File: src/rtl/pwmt_pkg.sv
package pwmt_pkg;

  localparam int ADDR_W = 3;

  // register selects
  localparam logic [ADDR_W-1:0] A_CTRL = 3'd0;
  localparam logic [ADDR_W-1:0] A_CLR  = 3'd5;

  // first compare register select; channel i high byte at base+2i, low at base+2i+1
  localparam int A_CMP_BASE = 1;

  // control bit positions
  localparam int CB_SEL   = 0;
  localparam int CB_LVL1  = 2;
  localparam int CB_LVL2  = 3;
  localparam int CB_PWM   = 4;
  localparam int CB_OPM   = 5;
  localparam int CB_CAPIE = 6;
  localparam int CB_CMPIE = 7;

  // flag bit positions
  localparam int NFLAG  = 3;
  localparam int F_PER  = 0;
  localparam int F_CMP1 = 1;
  localparam int F_CMP2 = 2;

  localparam int NCMP = 2;

  typedef enum logic [1:0] {
    MODE_FREE   = 2'd0,
    MODE_SINGLE = 2'd1,
    MODE_PWM    = 2'd2
  } mode_e;

  function automatic mode_e decode_mode(input logic pwm_bit, input logic opm_bit);
    if (pwm_bit)      return MODE_PWM;
    else if (opm_bit) return MODE_SINGLE;
    else              return MODE_FREE;
  endfunction

  function automatic logic [ADDR_W-1:0] cmp_addr(input int ch, input int lo);
    return ADDR_W'(A_CMP_BASE + 2 * ch + lo);
  endfunction

endpackage

File: src/rtl/pwmt_prescaler.sv
module pwmt_prescaler #(
  parameter int SEL_W = 2
) (
  input  logic             clk,
  input  logic             rst_n,
  input  logic [SEL_W-1:0] sel,
  input  logic             ext_tick,
  output logic             tick
);

  localparam int NSEL    = 1 << SEL_W;
  localparam int DIV_MAX = 2 << (NSEL - 2);
  localparam int DIV_W   = $clog2(DIV_MAX);

  logic [DIV_W-1:0] div_q;
  logic [DIV_W-1:0] div_d;
  logic [DIV_W-1:0] div_lim;
  logic             use_ext;
  logic             int_tick;

  always_comb begin
    use_ext  = (sel == {SEL_W{1'b1}});
    div_lim  = DIV_W'((2 << sel) - 1);
    int_tick = (div_q >= div_lim);
    tick     = use_ext ? ext_tick : int_tick;
    if (use_ext || int_tick) begin
      div_d = '0;
    end else begin
      div_d = div_q + 1'b1;
    end
  end

  always_ff @(posedge clk or negedge rst_n) begin
    if (!rst_n) begin
      div_q <= '0;
    end else begin
      div_q <= div_d;
    end
  end

endmodule

File: src/rtl/pwmt_compare.sv
module pwmt_compare #(
  parameter int                    BYTE_W  = 8,
  parameter logic [2*BYTE_W-1:0]   RST_VAL = '1
) (
  input  logic                clk,
  input  logic                rst_n,
  input  logic                wr_hi,
  input  logic                wr_lo,
  input  logic [BYTE_W-1:0]   wr_byte,
  input  logic [2*BYTE_W-1:0] cnt,
  output logic                match
);

  localparam int CNT_W = 2 * BYTE_W;

  logic [CNT_W-1:0] val_q;
  logic [CNT_W-1:0] val_d;
  logic             armed_q;
  logic             armed_d;
  logic             load_en;

  always_comb begin
    val_d   = val_q;
    armed_d = armed_q;
    load_en = wr_hi | wr_lo;
    if (wr_hi) begin
      val_d[CNT_W-1:BYTE_W] = wr_byte;
      armed_d               = 1'b0;
    end else if (wr_lo) begin
      val_d[BYTE_W-1:0] = wr_byte;
      armed_d           = 1'b1;
    end
  end

  always_ff @(posedge clk or negedge rst_n) begin
    if (!rst_n) begin
      val_q   <= RST_VAL;
      armed_q <= 1'b1;
    end else if (load_en) begin
      val_q   <= val_d;
      armed_q <= armed_d;
    end
  end

  assign match = armed_q && (cnt == val_q);

endmodule

File: src/rtl/pwmt_core.sv
module pwmt_core
  import pwmt_pkg::*;
#(
  parameter int               CNT_W  = 16,
  parameter logic [CNT_W-1:0] RELOAD = 16'hFFFC
) (
  input  logic             clk,
  input  logic             rst_n,
  input  logic             tick,
  input  mode_e            mode,
  input  logic             lvl1,
  input  logic             lvl2,
  input  logic             m1,
  input  logic             m2,
  input  logic [NFLAG-1:0] clr,
  output logic [CNT_W-1:0] cnt,
  output logic             pin,
  output logic [NFLAG-1:0] flags
);

  logic [CNT_W-1:0] cnt_q;
  logic [CNT_W-1:0] cnt_d;
  logic             pin_q;
  logic             pin_d;
  logic [NFLAG-1:0] flg_q;
  logic [NFLAG-1:0] flg_d;
  logic [NFLAG-1:0] hw_set;
  logic             pwm_on;

  always_comb begin
    pwm_on = (mode == MODE_PWM);
    cnt_d  = cnt_q + 1'b1;
    pin_d  = pin_q;
    hw_set = '0;
    if (pwm_on && m2) begin
      cnt_d          = RELOAD;
      pin_d          = lvl2;
      hw_set[F_PER]  = 1'b1;
    end else begin
      if (m1) pin_d = lvl1;
      if (m2) pin_d = lvl2;
      if (!pwm_on) begin
        hw_set[F_CMP1] = m1;
        hw_set[F_CMP2] = m2;
      end
    end
    if (!tick) hw_set = '0;
    flg_d = (flg_q & ~clr) | hw_set;
  end

  always_ff @(posedge clk or negedge rst_n) begin
    if (!rst_n) begin
      cnt_q <= RELOAD;
      pin_q <= 1'b0;
    end else if (tick) begin
      cnt_q <= cnt_d;
      pin_q <= pin_d;
    end
  end

  always_ff @(posedge clk or negedge rst_n) begin
    if (!rst_n) begin
      flg_q <= '0;
    end else begin
      flg_q <= flg_d;
    end
  end

  assign cnt   = cnt_q;
  assign pin   = pin_q;
  assign flags = flg_q;

endmodule

File: src/rtl/pwm_cmp_timer.sv
module pwm_cmp_timer
  import pwmt_pkg::*;
#(
  parameter int BYTE_W     = 8,
  parameter int SEL_W      = 2,
  parameter int RELOAD_GAP = 3
) (
  input  logic              clk,
  input  logic              rst_n,
  input  logic              ext_tick,
  input  logic              wr_en,
  input  logic [ADDR_W-1:0] wr_addr,
  input  logic [BYTE_W-1:0] wr_data,
  input  logic              irq_mask,
  output logic              pwm_out,
  output logic [NFLAG-1:0]  flags,
  output logic              irq
);

  localparam int               CNT_W  = 2 * BYTE_W;
  localparam logic [CNT_W-1:0] RELOAD = {CNT_W{1'b1}} - CNT_W'(RELOAD_GAP);

  logic [BYTE_W-1:0] ctrl_q;
  logic [BYTE_W-1:0] ctrl_d;
  logic              ctrl_we;
  logic [NFLAG-1:0]  clr_w;
  logic [NCMP-1:0]   wr_hi_w;
  logic [NCMP-1:0]   wr_lo_w;
  logic [NCMP-1:0]   match_w;
  logic [CNT_W-1:0]  cnt_w;
  logic              tick_w;
  logic              pwm_active_w;
  mode_e             mode_w;

  // control register
  always_comb begin
    ctrl_we = wr_en && (wr_addr == A_CTRL);
    ctrl_d  = wr_data;
    clr_w   = (wr_en && (wr_addr == A_CLR)) ? wr_data[NFLAG-1:0] : '0;
    mode_w  = decode_mode(ctrl_q[CB_PWM], ctrl_q[CB_OPM]);
    pwm_active_w = (mode_w == MODE_PWM);
  end

  always_ff @(posedge clk or negedge rst_n) begin
    if (!rst_n) begin
      ctrl_q <= '0;
    end else if (ctrl_we) begin
      ctrl_q <= ctrl_d;
    end
  end

  pwmt_prescaler #(
    .SEL_W (SEL_W)
  ) u_pre (
    .clk      (clk),
    .rst_n    (rst_n),
    .sel      (ctrl_q[CB_SEL +: SEL_W]),
    .ext_tick (ext_tick),
    .tick     (tick_w)
  );

  for (genvar ch = 0; ch < NCMP; ch++) begin : gen_ch
    always_comb begin
      wr_hi_w[ch] = wr_en && (wr_addr == cmp_addr(ch, 0));
      wr_lo_w[ch] = wr_en && (wr_addr == cmp_addr(ch, 1));
    end

    pwmt_compare #(
      .BYTE_W  (BYTE_W),
      .RST_VAL ({CNT_W{1'b1}})
    ) u_cmp (
      .clk     (clk),
      .rst_n   (rst_n),
      .wr_hi   (wr_hi_w[ch]),
      .wr_lo   (wr_lo_w[ch]),
      .wr_byte (wr_data),
      .cnt     (cnt_w),
      .match   (match_w[ch])
    );
  end

  pwmt_core #(
    .CNT_W  (CNT_W),
    .RELOAD (RELOAD)
  ) u_core (
    .clk   (clk),
    .rst_n (rst_n),
    .tick  (tick_w),
    .mode  (mode_w),
    .lvl1  (ctrl_q[CB_LVL1]),
    .lvl2  (ctrl_q[CB_LVL2]),
    .m1    (match_w[0]),
    .m2    (match_w[1]),
    .clr   (clr_w),
    .cnt   (cnt_w),
    .pin   (pwm_out),
    .flags (flags)
  );

  always_comb begin
    irq = !irq_mask &&
          ((ctrl_q[CB_CAPIE] && flags[F_PER]) ||
           (ctrl_q[CB_CMPIE] && (flags[F_CMP1] || flags[F_CMP2])));
  end

endmodule

File: config.mk
export PLATFORM = sky130hd
export DESIGN_NAME = pwm_cmp_timer
export DESIGN_NICKNAME = d
export VERILOG_FILES = /design/src/rtl/pwmt_pkg.sv /design/src/rtl/pwmt_prescaler.sv /design/src/rtl/pwmt_compare.sv /design/src/rtl/pwmt_core.sv /design/src/rtl/pwm_cmp_timer.sv
export SDC_FILE = /design/constraint.sdc
export NUM_CORES = 1
export LEC_CHECK = 0
export BUFFER_PORTS_ARGS = -buffer_cell sky130_fd_sc_hd__buf_2
export CORE_MARGIN = 2
export CORE_UTILIZATION = 56
export CTS_BUF_LIST = sky130_fd_sc_hd__clkbuf_4 sky130_fd_sc_hd__clkbuf_8
export DETAILED_ROUTE_END_ITERATION = 6
export PLACE_DENSITY = 0.78
export SLEW_MARGIN = 20
export SYNTH_ARGS = -nofsm -noshare
export SYNTH_HDL_FRONTEND = slang
export SYNTH_SLANG_ARGS = --single-unit
export TNS_END_PERCENT = 20
File: constraint.sdc
create_clock -name clk -period 1.9 [get_ports clk]
set_input_delay 0.38 -clock clk [delete_from_list [all_inputs] [get_ports clk]]
set_output_delay 0.38 -clock clk [all_outputs]
set_load 0.005 [all_outputs]
==> results of run 1 <==
kinds of logic (layout without fill, tap and decap cells):
family          after synthesis  after routing  share of synthesized area (%)
fa+ha+maj                     4              4                          1.579
mux                          37             37                          13.14
buf+inv                      14             68                          2.841
xor+xnor                     42             42                          11.60
compound gates               21             21                          4.301
simple gates                 85             85                          14.13
flops                        64             64                          52.41
cell usage in the layout, fill, tap and decap left out, drive strengths merged, types with 4 or more instances in the layout:
cell type  instances
nand3              9
nand2             32
nor2               9
dfstp             48
a21o               4
buf               46
xor2               9
inv                6
clkbuf            10
mux2              37
nand4              8
nor3               9
xnor2             33
o21ai              8
and3               4
ha                 4
dfrtp             16
per-layer routing:
metal	wire length (um)	track usage, %	up-vias
met5	0	0	-
met4	235	13.28	0
met3	304	4.091	17
met2	3335	39.66	70
met1	3015	33.03	1095
li1	-	-	1019
synthesized netlist by cell type (6+ instances only):
master   count  area [sq um]
dfrtp_1     16         400.4
dfstp_2     48          1261
inv_1        6         22.52
mux2_2      37         416.7
nand2_1     32         120.1
nand3_1      8         40.04
nand4_1      8         50.05
nor2_1       9         33.78
nor3_1       7         35.03
o21ai_0      7         35.03
xnor2_1     33         289.0
xor2_1       9         78.83
timing repair:
item,in CTS,in global routing
gates resized for setup,2,8
buffers inserted,0,1
pin swaps,9,15
endpoints found under the setup margin,5,19
power breakdown:
| group | switching, W | internal (W) | leakage [nW] | total (W) |
|---|---|---|---|---|
| sequential | 0.000279 | 0.00180 | 0.704 | 0.00208 |
| combinational | 0.000464 | 0.000576 | 0.779 | 0.00104 |
| clock | 0.000551 | 0.000778 | 0.109 | 0.00133 |
flip-flops by register name (all words and copies together), names as in the netlist:
signal / count
u_pre.div_q: 3
gen_ch.u_cmp.val_q: 32
ctrl_q: 7
gen_ch.u_cmp.armed_q: 2
u_core.pin: 1
u_core.cnt: 16
u_core.flags: 3
per-stage QoR:
stage	hold slack, ns	instance area [sq um]	instances
final	0.002996	3787	393
after global routing	0.03724	3787	393
after CTS	0.01858	3745	392
after detailed placement	0.3898	3508	376
after global placement	0.3858	3508	376
after floorplan	0.08441	3183	267
worst min-delay path by stage:
stage	to	slack, ns	cells past startpoint
after global placement	ctrl_q[6]	0.39	1
final	ctrl_q[6]	0.003	1
after detailed placement	ctrl_q[6]	0.39	1
after CTS	ctrl_q[6]	0.02	1
after global routing	ctrl_q[6]	0.04	1
after floorplan	ctrl_q[0]	0.08	0
cell type report:
class	instances	area [sq um]
clock buffer	10	137.6
fill	407	1685
inverter	6	22.52
tap	72	90.09
clock inverter	6	92.59
multi-input combinational	189	1463
sequential	64	1662
timing repair buffer	46	320.3
==> metrics.md, run 1 <==
| Metric | Value |
|---|---|
| CP endpoint kind | register |
| Relative slew slack | 64.96% |
| Hold Violations, Final | 0 |
| Ys flop type | dfstp_2 |
| Post-DP HPWL | 4960 um |
| Final clock period utilization by the worst path | 98.99% |
| R2r startpoint | ctrl_q[0] |
| Syn Area/Cell | 11.87 sq um |
| Die Y-Extent | 79.25 um |
| CTS tree | yes |
| R2R setup slack | 0.02 ns |
| Max Slew Vio Count | 0 |
| Worst setup startpoint | ctrl_q[0] |
| Vias/cell | 5.601 |
| Yosys reg bits | 64 |
| Average wire per standard cell | 17.53 um |
| Worst path top cell family by delay | compound AO/OA/AOI/OAI gates |
| Critical Path AT | 2.16 ns |
| Layout Skew | 0.007617 ns |
| Leak | 1.592 nW |
| Status | finished clean |
| Power Total | 0.004449 W |
| Final ANT Viol Nets | 0 |
| Hold Buf Count CTS | 0 |
| Sequential area share after synthesis | 52.41% |
| Pwr dens | 1175 mW/mm^2 |
| Die area | 0.006280 sq mm |
| Max Freq | 531.7 MHz |
| First-pass GRT wire length | 11580 um |
| Worst Path Buf+Inv | 0 |
| Ys Warns | 0 |
| Buffers added on ports | 20 |
| Crit-path slowest cell | dfrtp_1 |
| Ys async rst share | 100.0% |
| Worst vdd ir | 0.6172 mV |
| Largest net degree at the start of global routing | 28 |
| CP Launch Type | register |
| Clock sinks | 64 |
| Vias in the first global route | 2306 |
| Total grt overflow | 0 |
| Antenna cells | 0 |
| Die W | 79.25 um |
| Critical Path Max Stage Delay | 0.38 ns |
| RePlAce Congestion | 0.8131 |
| Initial antenna violation count | 0 |
| RSZ-0062 raised after global routing | true |
| DRT Wirelength | 6891 um |
| Place WS | -0.04040 ns |
| Initial core utilization | 57.93% |
| Area grow syn2layout | 19.46% |
| Synth cell types | 38 |
| Critical path depth | 8 |
| H-Tree Depth | 3 |
| Share of cells above drive strength 1 | 51.09% |
| Setup TNS | 0 ns |
| Critical path class | reg2reg |
| FF-to-FF End | u_core.cnt[11] |
| Worst-Skew Late Latency | 0.35 ns |
| Core Area | 0.005473 sq mm |
| Setup crit end | u_core.cnt[11] |
| Syn Std Cell Area | 0.003171 sq mm |
| Crit path max fanout | 5 |
| Final Critical Period | 1.881 ns |
| Worst slew pin tran | 0.5256 ns |
| Hold Crit Class | in2async |
| Via count | 2201 |
| Clock-pin slew reported for the worst setup and hold paths after clock tree synthesis | 0.07 ns |
| Reg2Reg Depth | 8 |
| Number of detailed-route iterations in the first pass | 4 |
| Cell chosen for the clock root | clkbuf_8 |
| Layout Nets | 336 |
| Clk buf depth | 2 |
| Synthesized instance count | 267 |
| Num rows | 27 |
| All-Layer GR Usage | 25.01% |
| Post-synth EDFFs | 0 |
| Final setup violation count | 0 |
| Mapped Nets | 287 |
| Crit path required time | 2.18 ns |
| DRT iter0 DRCs | 164 |
| IO Count | 21 |
| TritonCTS buffer count | 9 |
| Worst Setup Slack, final | 0.01922 ns |
| Post-layout util | 69.20% |
| Critical-path cell list | nor2_1 -> ha_1 -> a21o_1 -> a221o_2 -> and4b_2 -> nand4_1 -> xor2_1 -> nand2_1 |
| Number of remaining DRC errors | 0 |
| Max-cap violations | 0 |
Power figures use the tool's default switching activity.
==> run 2, diff against run 1 <==
Settings changed: REMOVE_ABC_BUFFERS set to 1.
==> metrics.md, run 2 (synthesis gave the netlist of run 1 again) <==
| Metric | Value |
|---|---|
| Max Slew Vio Count | 0 (unchanged) |
| Die W | 79.25 um (unchanged) |
| Number of detailed-route iterations in the first pass | 4 (unchanged) |
| Max Freq | 518.9 MHz (-2.4%) |
| Setup TNS | -0.06966 ns (-0.06966 ns) |
| Worst slew pin tran | 0.3268 ns (-0.1987 ns) |
| R2r startpoint | ctrl_q[0] |
| Place WS | -0.1309 ns (-0.09049 ns) |
| Post-layout util | 68.61% (-0.59 points) |
| H-Tree Depth | 3 (unchanged) |
| CTS tree | yes |
| Critical Path AT | 2.19 ns (+0.03 ns) |
| Num rows | 27 (unchanged) |
| Filler cells | 410 (+0.74%) |
| Worst-Skew Late Latency | 0.34 ns (about the same) |
| Die area | 0.006280 sq mm (unchanged) |
| Flip-flop count of the largest register after layout | 32 (unchanged) |
| Hold Crit Class | in2async |
| Leak | 1.584 nW (-0.49%) |
| Core Area | 0.005473 sq mm (unchanged) |
| Multi-input logic area | 0.001470 sq mm (+0.51%) |
| Reg2Reg Depth | 8 (unchanged) |
| Final Critical Period | 1.927 ns (+0.04644 ns) |
| Hold Buf Count CTS | 0 (unchanged) |
| Final ANT Viol Nets | 0 (unchanged) |
| Post-DP HPWL | 4746 um (-4.3%) |
| Layout Skew | 0.007843 ns (+0.0002259 ns) |
| Clock sinks | 64 (unchanged) |
| Hold Violations, Final | 0 (unchanged) |
| Clock-pin slew reported for the worst setup and hold paths after clock tree synthesis | 0.07 ns (about the same) |
| CP endpoint kind | register |
| DP Cell Count | 374 (-0.53%) |
| All-Layer GR Usage | 24.07% (-0.94 points) |
| Final setup violation count | 4 (+4) |
| Area grow syn2layout | 18.43% |
| DRT iter0 DRCs | 137 (-16%) |
| Most frequent cells in the layout | dfstp_2, mux2_2, xnor2_1, nand2_1, buf_4 |
| IO Count | 21 (unchanged) |
| FF-to-FF End | u_core.cnt[9] |
| Die Y-Extent | 79.25 um (unchanged) |
| Cell chosen for the clock root | clkbuf_8 |
| Share of cells above drive strength 1 | 50.94% (-0.15 points) |
| TritonCTS buffer count | 9 (unchanged) |
| Status | complete, but fails checks |
| CP Launch Type | register |
| Commonest non-fill, non-tap cell in the layout | dfstp_2 |
| Average wire per standard cell | 17.28 um (-1.5%) |
| DRT Wirelength | 6772 um (-1.7%) |
| Non-Filler Instances | 392 (-0.25%) |
| Top reg by flops | gen_ch.u_cmp.val_q |
| Critical path class | reg2reg |
| Antenna cells | 0 (unchanged) |
| Clk buf depth | 2 (unchanged) |
| Vias/cell | 5.446 (-2.8%) |
| Vias in the first global route | 2238 (-2.9%) |
| Total grt overflow | 0 (unchanged) |
| Largest net degree at the start of global routing | 65 (+130%) |
| Crit path max fanout | 5 (unchanged) |
| Relative slew slack | 78.21% (+13 points) |
| Final clock period utilization by the worst path | 101.4% (+2.4 points) |
| Initial antenna violation count | 0 (unchanged) |
| RSZ-0062 raised after global routing | true |
| R2R setup slack | -0.03 ns (-0.05 ns) |
| FF+latch area | 0.001662 sq mm (unchanged) |
| Failing checks | negative setup slack |
| Worst vdd ir | 0.6427 mV (+4.1%) |
| Buffers added on ports | 20 (unchanged) |
| Number of remaining DRC errors | 0 (unchanged) |
| RePlAce Congestion | 0.9049 (+11%) |
| Pwr dens | 1155 mW/mm^2 (-1.6%) |
| Crit path required time | 2.16 ns (-0.02 ns) |
| Via count | 2135 (-3.0%) |
| Worst Setup Slack, final | -0.02722 ns (-0.04644 ns) |
| Layout Nets | 335 (-0.30%) |
| First-pass GRT wire length | 11160 um (-3.6%) |
| Initial core utilization | 57.93% (unchanged) |
| Max-cap violations | 0 (unchanged) |
run 2: cell count changes in the layout (fill, tap and decap cells not counted), sizes merged:
cell,change
clkbuf,+3
clkinvlp,-2
buf,-1
bufinv,-1
run 2: worst max-delay path, stage by stage (launching register included):
cell,delay [ns]
dfrtp_1,0.38
nor2_2,0.11
ha_1,0.23
a21o_1,0.16
a221o_2,0.37
and4b_2,0.26
nand2_1,0.09
xor2_1,0.16
nand2_1,0.08
run 2: worst max-delay path by stage:
| stage | slack (ns) | from | to | cells after the start |
|---|---|---|---|---|
| 3_3_place_gp | -0.05 | ctrl_q[1] | u_core.flags[0] | 7 |
| 4_1_cts | -0.03 | ctrl_q[0] | u_core.cnt[11] | 8 |
| 2_1_floorplan | -0.04 | ctrl_q[1] | u_core.cnt[15] | 7 |
| 3_5_place_dp | -0.13 | ctrl_q[1] | u_core.flags[0] | 7 |
| 6_report | -0.03 | ctrl_q[0] | u_core.cnt[9] | 8 |
| 5_1_grt | -0.15 | ctrl_q[0] | u_core.cnt[11] | 8 |
run 2: final cells by class:
cell class,count,share of cell area [%]
inverter,6,0.5998
clock inverter,3,1.066
sequential,64,44.25
timing repair buffer,45,8.097
clock buffer,13,4.432
multi-input combinational,189,39.15
tap,72,2.399
run 2: report_power, final:
part | leakage, nW | switching (W) | internal (W)
clock network | 0.110 | 0.000498 | 0.000703
logic | 0.770 | 0.000476 | 0.000593
registers | 0.704 | 0.000266 | 0.00180
run 2: layer usage:
layer  share of wire (%)  vias up  GRT usage, %
met5                   0        -             0
met4                 1.7        0         11.72
met3                 2.5       14         3.068
met2                  50       26         40.08
met1                  45     1070         31.16
li1                    -     1025             -
run 2: repair_timing:
action                     4_1_cts  5_1_grt
pin swaps                        9        4
setup endpoints to repair       17       17
hold endpoints to repair         0        0
buffers inserted                 2        0
resized for setup                7        7
run 2: through the flow:
stage / hold WS (ns) / total power (W) / area (sq um)
after floorplan: 0.08441 / 0.002729 / 3103
after global placement: 0.4184 / 0.003055 / 3478
after detailed placement: 0.4159 / 0.003108 / 3478
final: 0.03995 / 0.004338 / 3755
after CTS: 0.05694 / 0.004346 / 3726
after global routing: 0.06580 / 0.004575 / 3755
